### src/rtl/seq5_pkg.sv
package seq5_pkg;
  typedef enum logic [2:0] {
    ST_FETCH, ST_DECODE, ST_EXEC, ST_MEM, ST_WB, ST_HALT
  } stage_e;

  localparam logic [3:0] OP_LOAD  = 4'd1;
  localparam logic [3:0] OP_ADD   = 4'd2;
  localparam logic [3:0] OP_ADDI  = 4'd3;
  localparam logic [3:0] OP_STORE = 4'd4;
  localparam logic [3:0] OP_HALT  = 4'd15;

  localparam int IMM_W = 19;

  typedef struct packed {
    logic [3:0]       op;
    logic [2:0]       rd;
    logic [2:0]       ra;
    logic [2:0]       rb;
    logic [IMM_W-1:0] imm;
  } instr_t;
endpackage

### src/rtl/seq5_regfile.sv
module seq5_regfile #(
  parameter int DW   = 32,
  parameter int NREG = 8,
  localparam int RW  = $clog2(NREG)
) (
  input  logic          clk,
  input  logic          we,
  input  logic [RW-1:0] waddr,
  input  logic [DW-1:0] wdata,
  input  logic          re,
  input  logic [RW-1:0] raddr_a,
  input  logic [RW-1:0] raddr_b,
  output logic [DW-1:0] rdata_a,
  output logic [DW-1:0] rdata_b
);
  logic [DW-1:0] regs [NREG];

  always_ff @(posedge clk) begin
    if (we) regs[waddr] <= wdata;
  end

  // Registered reads return the stored (old) value.
  always_ff @(posedge clk) begin
    if (re) begin
      rdata_a <= regs[raddr_a];
      rdata_b <= regs[raddr_b];
    end
  end
endmodule

### src/rtl/seq5_alu.sv
module seq5_alu #(
  parameter int DW = 32
) (
  input  logic [DW-1:0] op_a,
  input  logic [DW-1:0] op_b,
  output logic [DW-1:0] sum
);
  always_comb sum = op_a + op_b;
endmodule

### src/rtl/seq5_ctrl.sv
module seq5_ctrl
  import seq5_pkg::*;
#(
  parameter int CW = 32
) (
  input  logic          clk,
  input  logic          rst,
  input  logic          is_halt,
  output stage_e        stage,
  output logic          halted,
  output logic [CW-1:0] retired_cnt,
  output logic [CW-1:0] cycle_cnt
);
  stage_e nxt;

  always_comb begin
    unique case (stage)
      ST_FETCH:  nxt = ST_DECODE;
      ST_DECODE: nxt = is_halt ? ST_HALT : ST_EXEC;
      ST_EXEC:   nxt = ST_MEM;
      ST_MEM:    nxt = ST_WB;
      ST_WB:     nxt = ST_FETCH;
      default:   nxt = ST_HALT;
    endcase
  end

  always_ff @(posedge clk) begin
    if (rst) begin
      stage       <= ST_FETCH;
      retired_cnt <= '0;
      cycle_cnt   <= '0;
    end else begin
      stage <= nxt;
      if (stage != ST_HALT) cycle_cnt <= cycle_cnt + 1'b1;
      if (stage == ST_WB) retired_cnt <= retired_cnt + 1'b1;
    end
  end

  always_comb halted = (stage == ST_HALT);
endmodule

### src/rtl/seq5_core.sv
module seq5_core
  import seq5_pkg::*;
#(
  parameter int DW   = 32,
  parameter int AW   = 16,
  parameter int CW   = 32,
  parameter logic [AW-1:0] BOOT = 16
) (
  input  logic          clk,
  input  logic          rst,
  output logic [AW-1:0] mem_addr,
  output logic          mem_we,
  output logic [DW-1:0] mem_wdata,
  input  logic [DW-1:0] mem_rdata,
  output logic          halted,
  output logic [CW-1:0] retired_cnt,
  output logic [CW-1:0] cycle_cnt
);
  localparam int NREG = 8;
  localparam logic [AW-1:0] STEP = AW'(4);

  stage_e        stage;
  instr_t        ir;
  logic [AW-1:0] pc;
  logic [DW-1:0] src_a, src_b, alu_b, alu_sum, alu_q, mdr;
  logic [DW-1:0] imm_ext, wb_data;
  logic          rf_we, is_arith;

  seq5_ctrl #(.CW(CW)) u_ctrl (
    .clk(clk), .rst(rst), .is_halt(ir.op == OP_HALT),
    .stage(stage), .halted(halted),
    .retired_cnt(retired_cnt), .cycle_cnt(cycle_cnt)
  );

  always_comb begin
    imm_ext  = DW'(ir.imm);
    is_arith = (ir.op == OP_ADD) || (ir.op == OP_ADDI);
    alu_b    = (ir.op == OP_ADDI) ? imm_ext : src_b;
    rf_we    = (stage == ST_WB) && (is_arith || ir.op == OP_LOAD);
    wb_data  = (ir.op == OP_LOAD) ? mdr : alu_q;
  end

  seq5_regfile #(.DW(DW), .NREG(NREG)) u_rf (
    .clk(clk), .we(rf_we), .waddr(ir.rd), .wdata(wb_data),
    .re(stage == ST_DECODE), .raddr_a(ir.ra), .raddr_b(ir.rb),
    .rdata_a(src_a), .rdata_b(src_b)
  );

  seq5_alu #(.DW(DW)) u_alu (.op_a(src_a), .op_b(alu_b), .sum(alu_sum));

  always_ff @(posedge clk) begin
    if (rst) begin
      pc <= BOOT;
      ir <= '0;
    end else begin
      if (stage == ST_FETCH) ir <= instr_t'(mem_rdata);
      if (stage == ST_WB) pc <= pc + STEP;
    end
  end

  always_ff @(posedge clk) begin
    if (stage == ST_EXEC && is_arith) alu_q <= alu_sum;
    if (stage == ST_MEM && ir.op == OP_LOAD) mdr <= mem_rdata;
  end

  always_comb begin
    mem_addr  = (stage == ST_MEM) ? AW'(ir.imm) : pc;
    mem_we    = (stage == ST_MEM) && (ir.op == OP_STORE);
    mem_wdata = src_a;
  end
endmodule

### config.mk
export PLATFORM = sky130hd
export DESIGN_NAME = seq5_core
export DESIGN_NICKNAME = d
export VERILOG_FILES = /design/src/rtl/seq5_pkg.sv /design/src/rtl/seq5_regfile.sv /design/src/rtl/seq5_alu.sv /design/src/rtl/seq5_ctrl.sv /design/src/rtl/seq5_core.sv
export SDC_FILE = /design/constraint.sdc
export NUM_CORES = 1
export LEC_CHECK = 0
export BUFFER_PORTS_ARGS = -buffer_cell sky130_fd_sc_hd__buf_2
export CORE_MARGIN = 4
export CORE_UTILIZATION = 39
export DETAILED_ROUTE_END_ITERATION = 7
export SLEW_MARGIN = 10
export SYNTH_ARGS = -nofsm -noshare
export SYNTH_HDL_FRONTEND = slang
export SYNTH_HIERARCHICAL = 1
export SYNTH_SLANG_ARGS = --single-unit
### constraint.sdc
create_clock -name clk -period 13.5 [get_ports clk]
set_input_delay 0.675 -clock clk [delete_from_list [all_inputs] [get_ports clk]]
set_output_delay 0.675 -clock clk [all_outputs]
set_load 0.05 [all_outputs]
==> flow_metrics.env <==
export IMPL_outcome="finished clean"
export IMPL_period_share_pct=29.0
export IMPL_synth_seq_cells=497
export IMPL_fin_crit_ps=3920
export IMPL_fin_area_mm2=0.0270
export IMPL_r2r_end="alu_q[26]"
export IMPL_die_h_um=254
export IMPL_cts_resized=0
export IMPL_path_class="reg2reg"
export IMPL_min_from="mem_rdata[7]"
export IMPL_wl_per_cell_um=24.4
export IMPL_area_growth_syn_to_layout_pct=14.3
export IMPL_clk_root_buffer_cell="clkbuf_16"
export IMPL_r2r_start="ir[29]"
export IMPL_postCtsSetupBuffers=0
export IMPL_synth_edf_count=384
export IMPL_synth_ff_type="edfxtp_1"
export IMPL_finalHoldViolCount=0
export IMPL_drv_slew=0
export IMPL_cts_tree="yes"
export IMPL_tightest_slew_ps=1230
export IMPL_vias=14800
export IMPL_powerDensity_mw_per_mm2=139
export IMPL_hold_end="mdr[7]"
export IMPL_setup_viol=0
export IMPL_slew_headroom_pct=17.7
export IMPL_ff2ff_setup_slack_ps=9580
export IMPL_hold_path_depth=1
export IMPL_postCtsHoldBufs=0
export IMPL_placed_cell_area_mm2=0.0252
export IMPL_synthCells=1586
export IMPL_skew_ps=24.2
export IMPL_placedCellCount=2453
export IMPL_max_clock_freq_mhz=255
export IMPL_drive_gt1_share_pct=26.7
export IMPL_ir_worst_vdd_mv=0.135
export IMPL_dp_hpwl_mm=39.2
export IMPL_grt_overflow=0
export IMPL_grt_util_all_layers_pct=19.0
export IMPL_io_pins=148
export IMPL_clk_pin_slew_ps=60
export IMPL_cts_buffer_depth=3
export IMPL_hold_slack_ps=261
export IMPL_cp_arrival_ps=4380
export IMPL_crit_start="ir[29]"
export IMPL_layout_common_cells="edfxtp_1 (384), buf_2 (146), mux2_2 (132)"
export IMPL_n_fill_cell=5345
export IMPL_crit_required_ps=13960
export IMPL_port_buffers=147
export IMPL_rsz0062_at_grt="false"
export IMPL_die_area_mm2=0.0647
export IMPL_tns_ps=0
export IMPL_yosysSeqAreaShare_pct=58.3
export IMPL_p_total_mw=3.75
export IMPL_synth_avg_cell_area_um2=14.9
export IMPL_cp_end_kind="register"
export IMPL_grt_max_degree=94
export IMPL_antenna_found_initial=1
export IMPL_place_gp_congestion=0.863
export IMPL_h_tree_depth=2
export IMPL_yosysUniqueCellTypes=86
export IMPL_coreArea_mm2=0.0602
export IMPL_netlist_area_mm2=0.0237
export IMPL_cap_violations=0
export IMPL_cts_buffers=54
export IMPL_leakage_nw=9.12
export IMPL_synthesis_nets=1655
export IMPL_routed_via_density=5.78
export IMPL_yosys_warnings=6
export IMPL_multi_input_area_mm2=0.00933
export IMPL_worstSetupStartpointType="register"
export IMPL_dr_pass1_iters=5
export IMPL_layout_setup_ws_ps=9580
export IMPL_nets=1796
export IMPL_die_x_um=254
export IMPL_final_cells=2555
export IMPL_ant_nets=0
export IMPL_rows=90
export IMPL_clk_insertion_delay_late_ps=610
export IMPL_final_util_pct=44.9
export IMPL_initial_utilization_pct=39.3
export IMPL_first_global_vias=14700
export IMPL_seqCellArea_mm2=0.0138
export IMPL_routed_wl_mm=62.3
export IMPL_async_flop_share_pct=0
export IMPL_drtIter0Drc=1312
export IMPL_dp_slack_ps=9630
export IMPL_mostFrequentLayoutCell="edfxtp_1"
export IMPL_min_path_type="in2reg"
export IMPL_crit_fanout=32
export IMPL_r2r_cells=12
export IMPL_grt_first_pass_wirelength_mm=92.3
export IMPL_drc=0
export IMPL_cts_sinks=497
-- synthesized netlist by cell type (3+ instances only) --
cell | instances | share of area, %
xnor2_1 | 30 | 1.1
o21ai_0 | 26 | 0.55
a21oi_1 | 107 | 2.3
nand4_1 | 31 | 0.82
a211o_1 | 3 | 0.11
o21ai_1 | 3 | 0.063
buf_2 | 8 | 0.17
nor2b_1 | 19 | 0.50
and4_1 | 15 | 0.56
dfxtp_1 | 113 | 9.6
nor4b_1 | 3 | 0.11
nand3b_1 | 4 | 0.13
nand4bb_1 | 4 | 0.19
nand3_1 | 28 | 0.59
a21o_1 | 14 | 0.44
xor2_1 | 22 | 0.81
buf_6 | 15 | 0.71
a211oi_1 | 7 | 0.22
o21a_2 | 3 | 0.11
buf_4 | 6 | 0.19
clkbuf_1 | 35 | 0.56
nand2_1 | 114 | 1.8
mux2_2 | 132 | 6.3
ha_1 | 34 | 1.8
mux4_2 | 48 | 4.6
o211ai_1 | 5 | 0.16
or4_1 | 33 | 1.0
o21a_1 | 4 | 0.13
o21bai_1 | 3 | 0.095
nor2_1 | 61 | 0.97
o41ai_1 | 3 | 0.11
o31ai_1 | 27 | 0.86
nor4_1 | 8 | 0.21
nand2b_1 | 9 | 0.24
nor3_1 | 17 | 0.36
mux4_1 | 80 | 8.9
and3_1 | 5 | 0.13
mux2i_1 | 5 | 0.21
buf_1 | 20 | 0.32
edfxtp_1 | 384 | 49
or3_1 | 17 | 0.45
inv_1 | 27 | 0.43
-- logic make-up after synthesis --
family / after synthesis / synth area share, %
AOI/OAI and AO/OA: 233 / 6.35
xor gates and xnor gates: 52 / 1.93
adders and majority gates: 35 / 1.88
buffers and inverters: 115 / 2.59
DFF: 497 / 58.3
muxes: 265 / 20.0
and+or+nand+nor: 389 / 9.00
-- worst max-delay path, stage by stage, from the launching register on --
cell,delay (ps)
dfxtp_1,440
nand2_1,140
nor3_4,130
buf_4,410
mux2_2,390
ha_1,220
fa_1,410
a21o_1,230
a311oi_1,430
or4_4,240
a2111oi_4,90
or4_1,540
nand3_1,100
-- metal layers --
metal  GRT usage [%]  vias to the layer above  share of wire (%)
met5               0                        -                  0
met2            31.3                      516                 48
li1                -                     6677                  -
met1            26.9                     7495                 45
met4            4.50                        0                1.9
met3            2.78                       84                5.8
-- flip-flops by register name (all words and copies together), names as in the netlist --
signal / flops
alu_q: 32
imm_ext: 19
ir: 13
mdr: 32
pc: 14
u_ctrl/cycle_cnt: 32
u_ctrl/retired_cnt: 32
u_ctrl/stage: 3
u_rf/rdata_a: 32
u_rf/rdata_b: 32
u_rf/regs: 256
-- worst max-delay path by stage --
| stage | endpoint | depth (start not counted) |
|---|---|---|
| detailed placement | alu_q[26] | 12 |
| finish | alu_q[26] | 12 |
| global route | alu_q[26] | 12 |
| global placement | alu_q[26] | 12 |
| CTS | alu_q[26] | 12 |
| floorplan | u_rf/rdata_a[0] | 1 |
-- final cells by class --
class	count	share of cell area, %
clock inverters	34	1.60
well taps	782	3.62
clock buffers	67	5.33
diodes	1	0.00926
inverters	27	0.375
multi-input cells	974	34.5
repair buffers	173	3.45
flip-flops and latches	497	51.1
-- report_power, final --
group	internal (mW)	switching, mW	leakage [nW]
Combinational	0.188	0.260	3.82
Clock	0.932	0.624	0.901
Sequential	1.70	0.0488	4.40
Power figures use the tool's default switching activity.
